===== config.mk =====
export PLATFORM = sky130hd
export DESIGN_NAME = nand_rd_seq
export DESIGN_NICKNAME = d
export VERILOG_FILES = /design/src/rtl/nrs_pkg.sv /design/src/rtl/nrs_sync2.sv /design/src/rtl/nrs_strobe.sv /design/src/rtl/nand_rd_seq.sv
export SDC_FILE = /design/constraint.sdc
export NUM_CORES = 1
export LEC_CHECK = 0
export ABC_AREA = 1
export BUFFER_PORTS_ARGS = -buffer_cell sky130_fd_sc_hd__buf_2
export CORE_MARGIN = 5
export CORE_UTILIZATION = 50
export DETAILED_ROUTE_END_ITERATION = 8
export PLACE_DENSITY = 0.72
export SYNTH_ARGS = -nofsm -noshare
export SYNTH_HDL_FRONTEND = slang
export SYNTH_SLANG_ARGS = --single-unit

===== constraint.sdc =====
create_clock -name clk -period 2.9 [get_ports clk]
set_clock_uncertainty 0.1 [all_clocks]
set_input_delay 0.58 -clock clk [delete_from_list [all_inputs] [get_ports clk]]
set_output_delay 0.58 -clock clk [all_outputs]
set_load 0.01 [all_outputs]

===== src/rtl/nrs_pkg.sv =====
package nrs_pkg;
    typedef enum logic [3:0] {
        S_IDLE, S_CMD_RD, S_ADDR, S_CMD_CONF, S_WAIT_RB,
        S_READ, S_JMP_CMD, S_JMP_ADDR, S_JMP_CONF
    } seq_state_t;

    typedef enum logic [1:0] {PH_IDLE, PH_LOW, PH_HIGH} strobe_ph_t;

    localparam logic [7:0] OP_OPEN     = 8'h00;
    localparam logic [7:0] OP_CONFIRM  = 8'h30;
    localparam logic [7:0] OP_JUMP     = 8'h05;
    localparam logic [7:0] OP_JUMP_GO  = 8'hE0;
    localparam int         JUMP_ADDR_N = 2;
endpackage


===== src/rtl/nrs_sync2.sv =====
module nrs_sync2 (
    input  logic clk,
    input  logic rst_n,
    input  logic d,
    output logic q
);
    logic s1;

    always_ff @(posedge clk or negedge rst_n) begin
        if (!rst_n) begin
            s1 <= 1'b0;
            q  <= 1'b0;
        end else begin
            s1 <= d;
            q  <= s1;
        end
    end
endmodule


===== src/rtl/nrs_strobe.sv =====
module nrs_strobe import nrs_pkg::*; #(
    parameter int CW = 4
) (
    input  logic          clk,
    input  logic          rst_n,
    input  logic          start,
    input  logic [CW-1:0] lo_cyc,
    input  logic [CW-1:0] hi_cyc,
    output logic          busy,
    output logic          low,
    output logic          last_low,
    output logic          done
);
    strobe_ph_t    ph;
    logic [CW-1:0] cnt;

    always_ff @(posedge clk or negedge rst_n) begin
        if (!rst_n) begin
            ph  <= PH_IDLE;
            cnt <= '0;
        end else begin
            unique case (ph)
                PH_IDLE: if (start) begin
                    ph  <= PH_LOW;
                    cnt <= lo_cyc - CW'(1);
                end
                PH_LOW: if (cnt == '0) begin
                    ph  <= PH_HIGH;
                    cnt <= hi_cyc - CW'(1);
                end else begin
                    cnt <= cnt - CW'(1);
                end
                PH_HIGH: if (cnt == '0) begin
                    ph <= PH_IDLE;
                end else begin
                    cnt <= cnt - CW'(1);
                end
                default: ph <= PH_IDLE;
            endcase
        end
    end

    always_comb begin
        busy     = (ph != PH_IDLE);
        low      = (ph == PH_LOW);
        last_low = (ph == PH_LOW) && (cnt == '0);
        done     = (ph == PH_HIGH) && (cnt == '0);
    end
endmodule


===== src/rtl/nand_rd_seq.sv =====
module nand_rd_seq import nrs_pkg::*; #(
    parameter int COL_W      = 12,
    parameter int ROW_W      = 24,
    parameter int LEN_W      = 12,
    parameter int PAGE_BYTES = 2112,
    parameter int WE_LO      = 2,
    parameter int WE_HI      = 2,
    parameter int RE_LO      = 2,
    parameter int RE_HI      = 1,
    parameter int WB_CYC     = 4,
    parameter int TMO_CYC    = 1000
) (
    input  logic             clk,
    input  logic             rst_n,
    input  logic             req_valid,
    output logic             req_ready,
    input  logic [ROW_W-1:0] req_row,
    input  logic [COL_W-1:0] req_col,
    input  logic [LEN_W-1:0] req_len,
    input  logic             jmp_valid,
    output logic             jmp_ready,
    input  logic [COL_W-1:0] jmp_col,
    input  logic [LEN_W-1:0] jmp_len,
    output logic             dout_valid,
    input  logic             dout_ready,
    output logic [7:0]       dout_data,
    output logic             err_tmo,
    output logic             nand_ce_n,
    output logic             nand_cle,
    output logic             nand_ale,
    output logic             nand_we_n,
    output logic             nand_re_n,
    output logic [7:0]       nand_dq_o,
    output logic             nand_dq_oe,
    input  logic [7:0]       nand_dq_i,
    input  logic             nand_rb
);
    localparam int ROW_BYTES = ROW_W / 8;
    localparam int ADDR_CYC  = 2 + ROW_BYTES;
    localparam int AIW       = $clog2(ADDR_CYC);
    localparam int TMAX_A    = (WE_LO > WE_HI) ? WE_LO : WE_HI;
    localparam int TMAX_B    = (RE_LO > RE_HI) ? RE_LO : RE_HI;
    localparam int TMAX      = (TMAX_A > TMAX_B) ? TMAX_A : TMAX_B;
    localparam int TW        = $clog2(TMAX + 1);
    localparam int WTW       = $clog2(TMO_CYC + 1);
    localparam logic [COL_W-1:0] LAST_C   = COL_W'(PAGE_BYTES - 1);
    localparam logic [AIW-1:0]   ADDR_END = AIW'(ADDR_CYC - 1);
    localparam logic [AIW-1:0]   JMP_END  = AIW'(JUMP_ADDR_N - 1);

    seq_state_t       state, nxt;
    logic [AIW-1:0]   aidx;
    logic [COL_W-1:0] col_q;
    logic [ROW_W-1:0] row_q;
    logic [LEN_W-1:0] rem_q;
    logic [WTW-1:0]   wcnt;
    logic             err_q;
    logic             rb_s;
    logic [7:0]       addr_bytes [ADDR_CYC];

    logic             t_start, t_busy, t_low, t_last_low, t_done;
    logic [TW-1:0]    t_lo, t_hi;
    logic             wr_state, in_read, read_end, can_pulse, jmp_take, dev_ready;

    nrs_sync2 u_rb_sync (.clk(clk), .rst_n(rst_n), .d(nand_rb), .q(rb_s));

    nrs_strobe #(.CW(TW)) u_strobe (
        .clk(clk), .rst_n(rst_n), .start(t_start), .lo_cyc(t_lo), .hi_cyc(t_hi),
        .busy(t_busy), .low(t_low), .last_low(t_last_low), .done(t_done)
    );

    assign addr_bytes[0] = col_q[7:0];
    assign addr_bytes[1] = 8'(col_q >> 8);
    for (genvar g = 0; g < ROW_BYTES; g++) begin : g_row_byte
        assign addr_bytes[2+g] = row_q[8*g +: 8];
    end

    always_comb begin
        wr_state  = (state == S_CMD_RD) || (state == S_ADDR) || (state == S_CMD_CONF) ||
                    (state == S_JMP_CMD) || (state == S_JMP_ADDR) || (state == S_JMP_CONF);
        in_read   = (state == S_READ);
        read_end  = (rem_q == '0) || (col_q > LAST_C);
        jmp_ready = in_read && !t_busy;
        jmp_take  = jmp_ready && jmp_valid;
        can_pulse = in_read && !t_busy && !jmp_valid && !read_end &&
                    (!dout_valid || dout_ready);
        t_start   = (wr_state && !t_busy) || can_pulse;
        t_lo      = in_read ? TW'(RE_LO) : TW'(WE_LO);
        t_hi      = in_read ? TW'(RE_HI) : TW'(WE_HI);
        dev_ready = (wcnt >= WTW'(WB_CYC)) && rb_s;
    end

    // next-state logic
    always_comb begin
        nxt = state;
        unique case (state)
            S_IDLE:     if (req_valid) nxt = S_CMD_RD;
            S_CMD_RD:   if (t_done) nxt = S_ADDR;
            S_ADDR:     if (t_done && aidx == ADDR_END) nxt = S_CMD_CONF;
            S_CMD_CONF: if (t_done) nxt = S_WAIT_RB;
            S_WAIT_RB: begin
                if (dev_ready) nxt = S_READ;
                else if (wcnt == WTW'(TMO_CYC)) nxt = S_IDLE;
            end
            S_READ: begin
                if (jmp_take) nxt = S_JMP_CMD;
                else if (!t_busy && read_end && !dout_valid) nxt = S_IDLE;
            end
            S_JMP_CMD:  if (t_done) nxt = S_JMP_ADDR;
            S_JMP_ADDR: if (t_done && aidx == JMP_END) nxt = S_JMP_CONF;
            S_JMP_CONF: if (t_done) nxt = S_READ;
            default:    nxt = S_IDLE;
        endcase
    end

    // state register
    always_ff @(posedge clk or negedge rst_n) begin
        if (!rst_n) state <= S_IDLE;
        else        state <= nxt;
    end

    // datapath registers
    always_ff @(posedge clk or negedge rst_n) begin
        if (!rst_n) begin
            aidx       <= '0;
            col_q      <= '0;
            row_q      <= '0;
            rem_q      <= '0;
            wcnt       <= '0;
            err_q      <= 1'b0;
            dout_valid <= 1'b0;
            dout_data  <= '0;
        end else begin
            if (state == S_IDLE && req_valid) begin
                row_q <= req_row;
                col_q <= req_col;
                rem_q <= req_len;
                err_q <= 1'b0;
            end
            if ((state == S_ADDR || state == S_JMP_ADDR) && t_done) aidx <= aidx + AIW'(1);
            else if (state != S_ADDR && state != S_JMP_ADDR)       aidx <= '0;
            if (state == S_WAIT_RB) begin
                wcnt <= wcnt + WTW'(1);
                if (!dev_ready && wcnt == WTW'(TMO_CYC)) err_q <= 1'b1;
            end else begin
                wcnt <= '0;
            end
            if (jmp_take) begin
                col_q <= jmp_col;
                rem_q <= jmp_len;
            end
            if (in_read && t_last_low) begin
                dout_data  <= nand_dq_i;
                dout_valid <= 1'b1;
                col_q      <= col_q + COL_W'(1);
                rem_q      <= rem_q - LEN_W'(1);
            end else if (dout_valid && dout_ready) begin
                dout_valid <= 1'b0;
            end
        end
    end

    // bus outputs
    always_comb begin
        req_ready  = (state == S_IDLE);
        err_tmo    = err_q;
        nand_ce_n  = (state == S_IDLE);
        nand_cle   = (state == S_CMD_RD) || (state == S_CMD_CONF) ||
                     (state == S_JMP_CMD) || (state == S_JMP_CONF);
        nand_ale   = (state == S_ADDR) || (state == S_JMP_ADDR);
        nand_we_n  = !(wr_state && t_low);
        nand_re_n  = !(in_read && t_low);
        nand_dq_oe = wr_state;
        unique case (state)
            S_CMD_CONF:             nand_dq_o = OP_CONFIRM;
            S_JMP_CMD:              nand_dq_o = OP_JUMP;
            S_JMP_CONF:             nand_dq_o = OP_JUMP_GO;
            S_ADDR, S_JMP_ADDR:     nand_dq_o = addr_bytes[aidx];
            default:                nand_dq_o = OP_OPEN;
        endcase
    end
endmodule


[Yosys cells after proc, flatten, opt, wreduce, memory -nomap -nowiden]
Index checks and enable logic that the tools add are counted.
Widths: inputs -> output; s select.
Storage, ports and cells
  bits in registers: 81
  bits of input ports: 86
  output and inout bits: 26
  word-level logic and storage cells: 142
Operators by class
  $add $sub $neg: 6
  order comparisons: 3
  equality and inequality tests: 28
  mux-type cells: 38
  bitwise logic cells: 1
  reduce and logical (&&, ||, !) cells: 53
Operators by type and width (number)
  $mux 12: 6
  $mux 4: 11
  $pmux 4 s9: 1
  $pmux 8 s4: 1
  $bmux 8 s3: 1
  $logic_and 1x1->1: 21
  $ne 2x2->1 const B: 9
  $eq 4x3->1 const B: 4
  $mux 8: 2
  $add 12x1->12 const B: 1
  $gt 12x12->1 const B: 1
  $logic_not 12->1: 1
  $logic_or 1x1->1: 12
  $mux 2: 6
  $pmux 2 s3: 2
  $sub 12x1->12 const B: 1
  $add 10x1->10 const B: 1
  $eq 10x10->1 const B: 1
  $ge 10x3->1 const B: 1
  $mux 10: 1
  $reduce_and 9->1: 1
  $eq 4x2->1 const B: 2
  $logic_not 1->1: 7
  $mux 3: 2
  other kinds (22): 33

[Depth between registers and ports, before layout]
  depth in word-level cells: 10
  mapped depth: 13
  depth with buffers taken out: 11

[Hierarchy]
A second synthesis with hierarchy kept.
Second synthesis, totals
  cell total of the unflattened synthesis: 735
  area, all modules: 5096.1 um2
Modules (own cells, without submodules)
  nand_rd_seq: times used 1, cells an instance 674, area an instance 4638.2 um2, sequential area each 1876.8 um2
  nrs_strobe: times used 1, cells an instance 59, area an instance 407.9 um2, sequential area each 100.1 um2
  nrs_sync2: times used 1, cells an instance 2, area an instance 50.0 um2, sequential area each 50.0 um2

[Worst setup path after synthesis]
OpenSTA, ideal clock, no wires.
  kind: reg2out
  from: register state[3]
  to: output port nand_dq_o[5]
  data arrival time: 1.436 ns
  required time: 2.220 ns
  path slack: 0.784 ns
  cell stages (with the launch flop): 7
  buffers on the path: 1
  cells stage by stage: dfrtp_1 nor2_2 nand3_1 nand2_1 buf_2 inv_1 o31ai_1
Between the ends
  cells in the longest elaborated chain, start to end: 3
  elaborated cells between the ends (all ways): 7
  those cells by class: eq/ne (5); mux (1); reduce/logical (1)
RTL lines
  from (decl): RTL line nand_rd_seq.sv:50  | seq_state_t state, nxt;
  from (signal assigned): RTL line nand_rd_seq.sv:118  | else state <= nxt;
  $eq 4x2->1 or $eq 4x3->1 (tied branches): RTL line nand_rd_seq.sv:173  | unique case (state)
  $reduce_or 2->1: RTL line nand_rd_seq.sv:173
  $pmux 8 s4 *: RTL line nand_rd_seq.sv:173
  to (decl): RTL line nand_rd_seq.sv:33  | output logic [7:0] nand_dq_o,
Every way passes the cells marked *; elsewhere a longest branch is shown, timed or not.

[Final worst setup path]
Ends and elaborated chain as after synthesis.

==> flow_metrics.py <==
metrics = {
    "floorplanning": {
        "start_util": 0.509,
        "fp-row-count": 36,
        "die_y_um": 110,
        "core_um2": 9730,
        "io_pins": 112,
        "dieWidth_um": 110,
        "dieArea_um2": 12000,
    },
    "setup_path": {
        "reg2reg_depth": 10,
        "cp-start-kind": "register",
        "cp.arrival_ps": 2080,
        "critical_path.max_fanout": 11,
        "cp.required_ps": 2220,
        "startpoint": "state[3]",
        "slowest_delay_ps": 430,
        "crit_type": "reg2out",
        "critPathTopFamily": "simple AND/OR/NAND/NOR gates",
        "reg2reg_from": "u_strobe.ph[1]",
        "path_cells": "nor2_2 > nand3_1 > nand2_1 > inv_1 > o31ai_1 > buf_2",
        "critPathBufInv": 2,
        "path_depth": 6,
        "cp_slowest_cell": "dfrtp_1",
        "reg2reg_slack_ps": 540,
        "r2r-end": "col_q[0]",
        "setup.worst_path.end": "nand_dq_o[5]",
        "endpoint_kind": "output pin",
    },
    "logic_synthesis": {
        "async_flop_share": 1.00,
        "synth_area_leaders": "dfrtp_1 41%, nand2_1 16%, mux2_2 5.5%",
        "ys_warn_count": 0,
        "yosysTopAreaCell": "dfrtp_1",
        "synth_area_um2": 4950,
        "synth-seq-cells": 81,
        "yosysSeqAreaShare": 0.409,
        "synth_cell_type_count": 36,
        "synthCells": 673,
        "synth_edf_count": 0,
        "syn_nets": 774,
        "synthTopCellsByCount": "214 x nand2_1, 81 x dfrtp_1, 71 x nor2_1, 57 x inv_1, 52 x nand3_1",
        "synth_flop_cell": "dfrtp_1",
        "synth_top_area_frac": 0.409,
        "synth.most_common_cell": "nand2_1",
        "postSynthAreaPerCell_um2": 7.36,
    },
    "route": {
        "wl_per_cell_um": 14.0,
        "drt_pass1_iterations": 4,
        "routed-via-count": 4770,
        "ant_nets": 0,
        "drt-total-wl_um": 12800,
        "drcViolationCount": 0,
        "viasPerCell": 5.21,
        "drtIter0Drc": 348,
    },
    "cells_and_area": {
        "final_nets": 878,
        "fin_cells": 915,
        "num_antenna_cells": 0,
        "synthToLayoutAreaGrowth_pct": 17.3,
        "drive_gt1_frac": 0.224,
    },
    "cts": {
        "clkLatencyLatePin_ps": 350,
        "htree_levels": 3,
        "postCtsSetupBuffers": 0,
        "cts_resized": 0,
        "clockBufferDepth": 2,
        "clkSlewWorstSetupHoldPaths_ps": 80,
        "hold_buffers": 0,
        "root_buffer": "clkbuf_8",
        "cts.sinks": 81,
        "tritoncts": "built",
        "numCtsBuffers": 9,
    },
    "power_and_ir_drop": {
        "totalPowerFinal_w": 0.00508,
        "seq_power_share": 0.378,
        "switching_share": 0.425,
        "p_switching_w": 0.00216,
        "comb_power_share": 0.449,
        "p_clk_frac": 0.173,
        "powerDensity_nw_per_um2": 874,
        "p_leak_nw": 2.97,
        "internal_power_w": 0.00292,
        "irDropWorstVdd_v": 0.000454,
    },
    "global_routing": {
        "track_usage": 0.218,
        "antenna_found_initial": 0,
        "grt_max_degree": 44,
        "overflow": 0,
        "grt_pass1_wl_um": 20700,
        "grt_pass1_vias": 4487,
    },
    "timing": {
        "worst_pin_slew_ps": 525,
        "slew_headroom": 0.650,
        "min_period_ps": 2760,
        "fin_setup_tns_ps": 0,
        "setup_slack_ps": 143,
        "hold_viol_final": 0,
        "max_freq_ghz": 0.363,
        "rsz0062_at_grt": "false",
        "slew_viol_final": 0,
        "setup_viol": 0,
        "period_share": 0.951,
    },
    "placed_design": {
        "io_buffers": 111,
        "dp_slack_ps": 537,
        "dpl.cell_count": 899,
        "place_congestion": 0.955,
        "hpwlAfterDp_um": 9580,
    },
    "flow_run": {
        "maxCapViolCount": 0,
    },
    "outcome": {
        "status": "completed",
    },
    "worst_hold_path": {
        "min_path_type": "in2async",
    },
}
-- kinds of logic (layout without fill, tap and decap cells) --
logic type,count (synthesis),count (layout),share of synthesized area
compound gates,94,94,0.105
xor+xnor,7,7,0.0124
fa+ha+maj,15,15,0.0379
buf+inv,89,198,0.0773
flops,81,81,0.409
mux,24,24,0.0546
simple gates,363,363,0.304
-- sequential cells by signal (all words and copies together), names as in the netlist --
signal,cells
aidx,3
col_q,12
dout_data,8
dout_valid,1
err_tmo,1
rem_q,12
row_q,24
state,4
u_rb_sync.q,1
u_rb_sync.s1,1
u_strobe.cnt,2
u_strobe.ph,2
wcnt,10
-- layout by cell type, fill, tap and decap left out, types with 5 or more instances in the layout --
cell / netlist / layout
nand3_1: 52 / 52
inv_2: 7 / 7
o211ai_1: 6 / 6
o21ai_0: 45 / 45
dfrtp_1: 81 / 81
mux2_2: 24 / 24
o21ai_1: 9 / 9
a21oi_1: 22 / 22
buf_2: 6 / 110
ha_1: 15 / 15
nor3_1: 6 / 6
buf_4: 5 / 6
nand2_1: 214 / 214
nand4_1: 5 / 5
inv_1: 57 / 57
clkbuf_8: 0 / 12
nor2_1: 71 / 71
-- power groups by stage --
stage | clock network [W] | registers, W | logic (W)
after global placement | 0 | 0.00191 | 0.00219
after global routing | 0.000961 | 0.00197 | 0.00258
final | 0.000881 | 0.00192 | 0.00228
after CTS | 0.000903 | 0.00191 | 0.00228
after floorplan | 0 | 0.00183 | 0.00169
after detailed placement | 0 | 0.00193 | 0.00227
-- cell type report --
cell class              instances  area [um^2]
well taps                     133          166
flip-flops and latches         81         2030
fillers                       889         3920
repair buffers                117          616
inverters                      65          244
clock buffers                  12          165
clock inverters                 4         50.0
multi-input cells             503         2540
-- per-layer routing --
layer,track usage,share of wire
met1,0.295,0.44
met2,0.346,0.48
met4,0.0899,0.019
met5,0,0
met3,0.0376,0.057
-- how the worst min path moves through the flow --
stage	from	to	slack [ps]	cells past startpoint
5_1_grt	rst_n	row_q[10]	130	1
3_3_place_gp	u_rb_sync.s1	u_rb_sync.q	240	0
2_1_floorplan	rst_n	aidx[0]	180	0
6_report	rst_n	row_q[10]	100	1
3_5_place_dp	u_rb_sync.s1	u_rb_sync.q	250	0
4_1_cts	rst_n	row_q[10]	110	1
-- through the flow --
stage / area (um^2) / util / hold slack (ps)
floorplan: 4950 / - / 184
global placement: 5590 / 0.575 / 236
detailed placement: 5590 / 0.575 / 251
CTS: 5810 / 0.597 / 106
global route: 5810 / 0.597 / 128
finish: 5810 / 0.597 / 97.2
No activity file was read; power rests on OpenSTA's default activity.
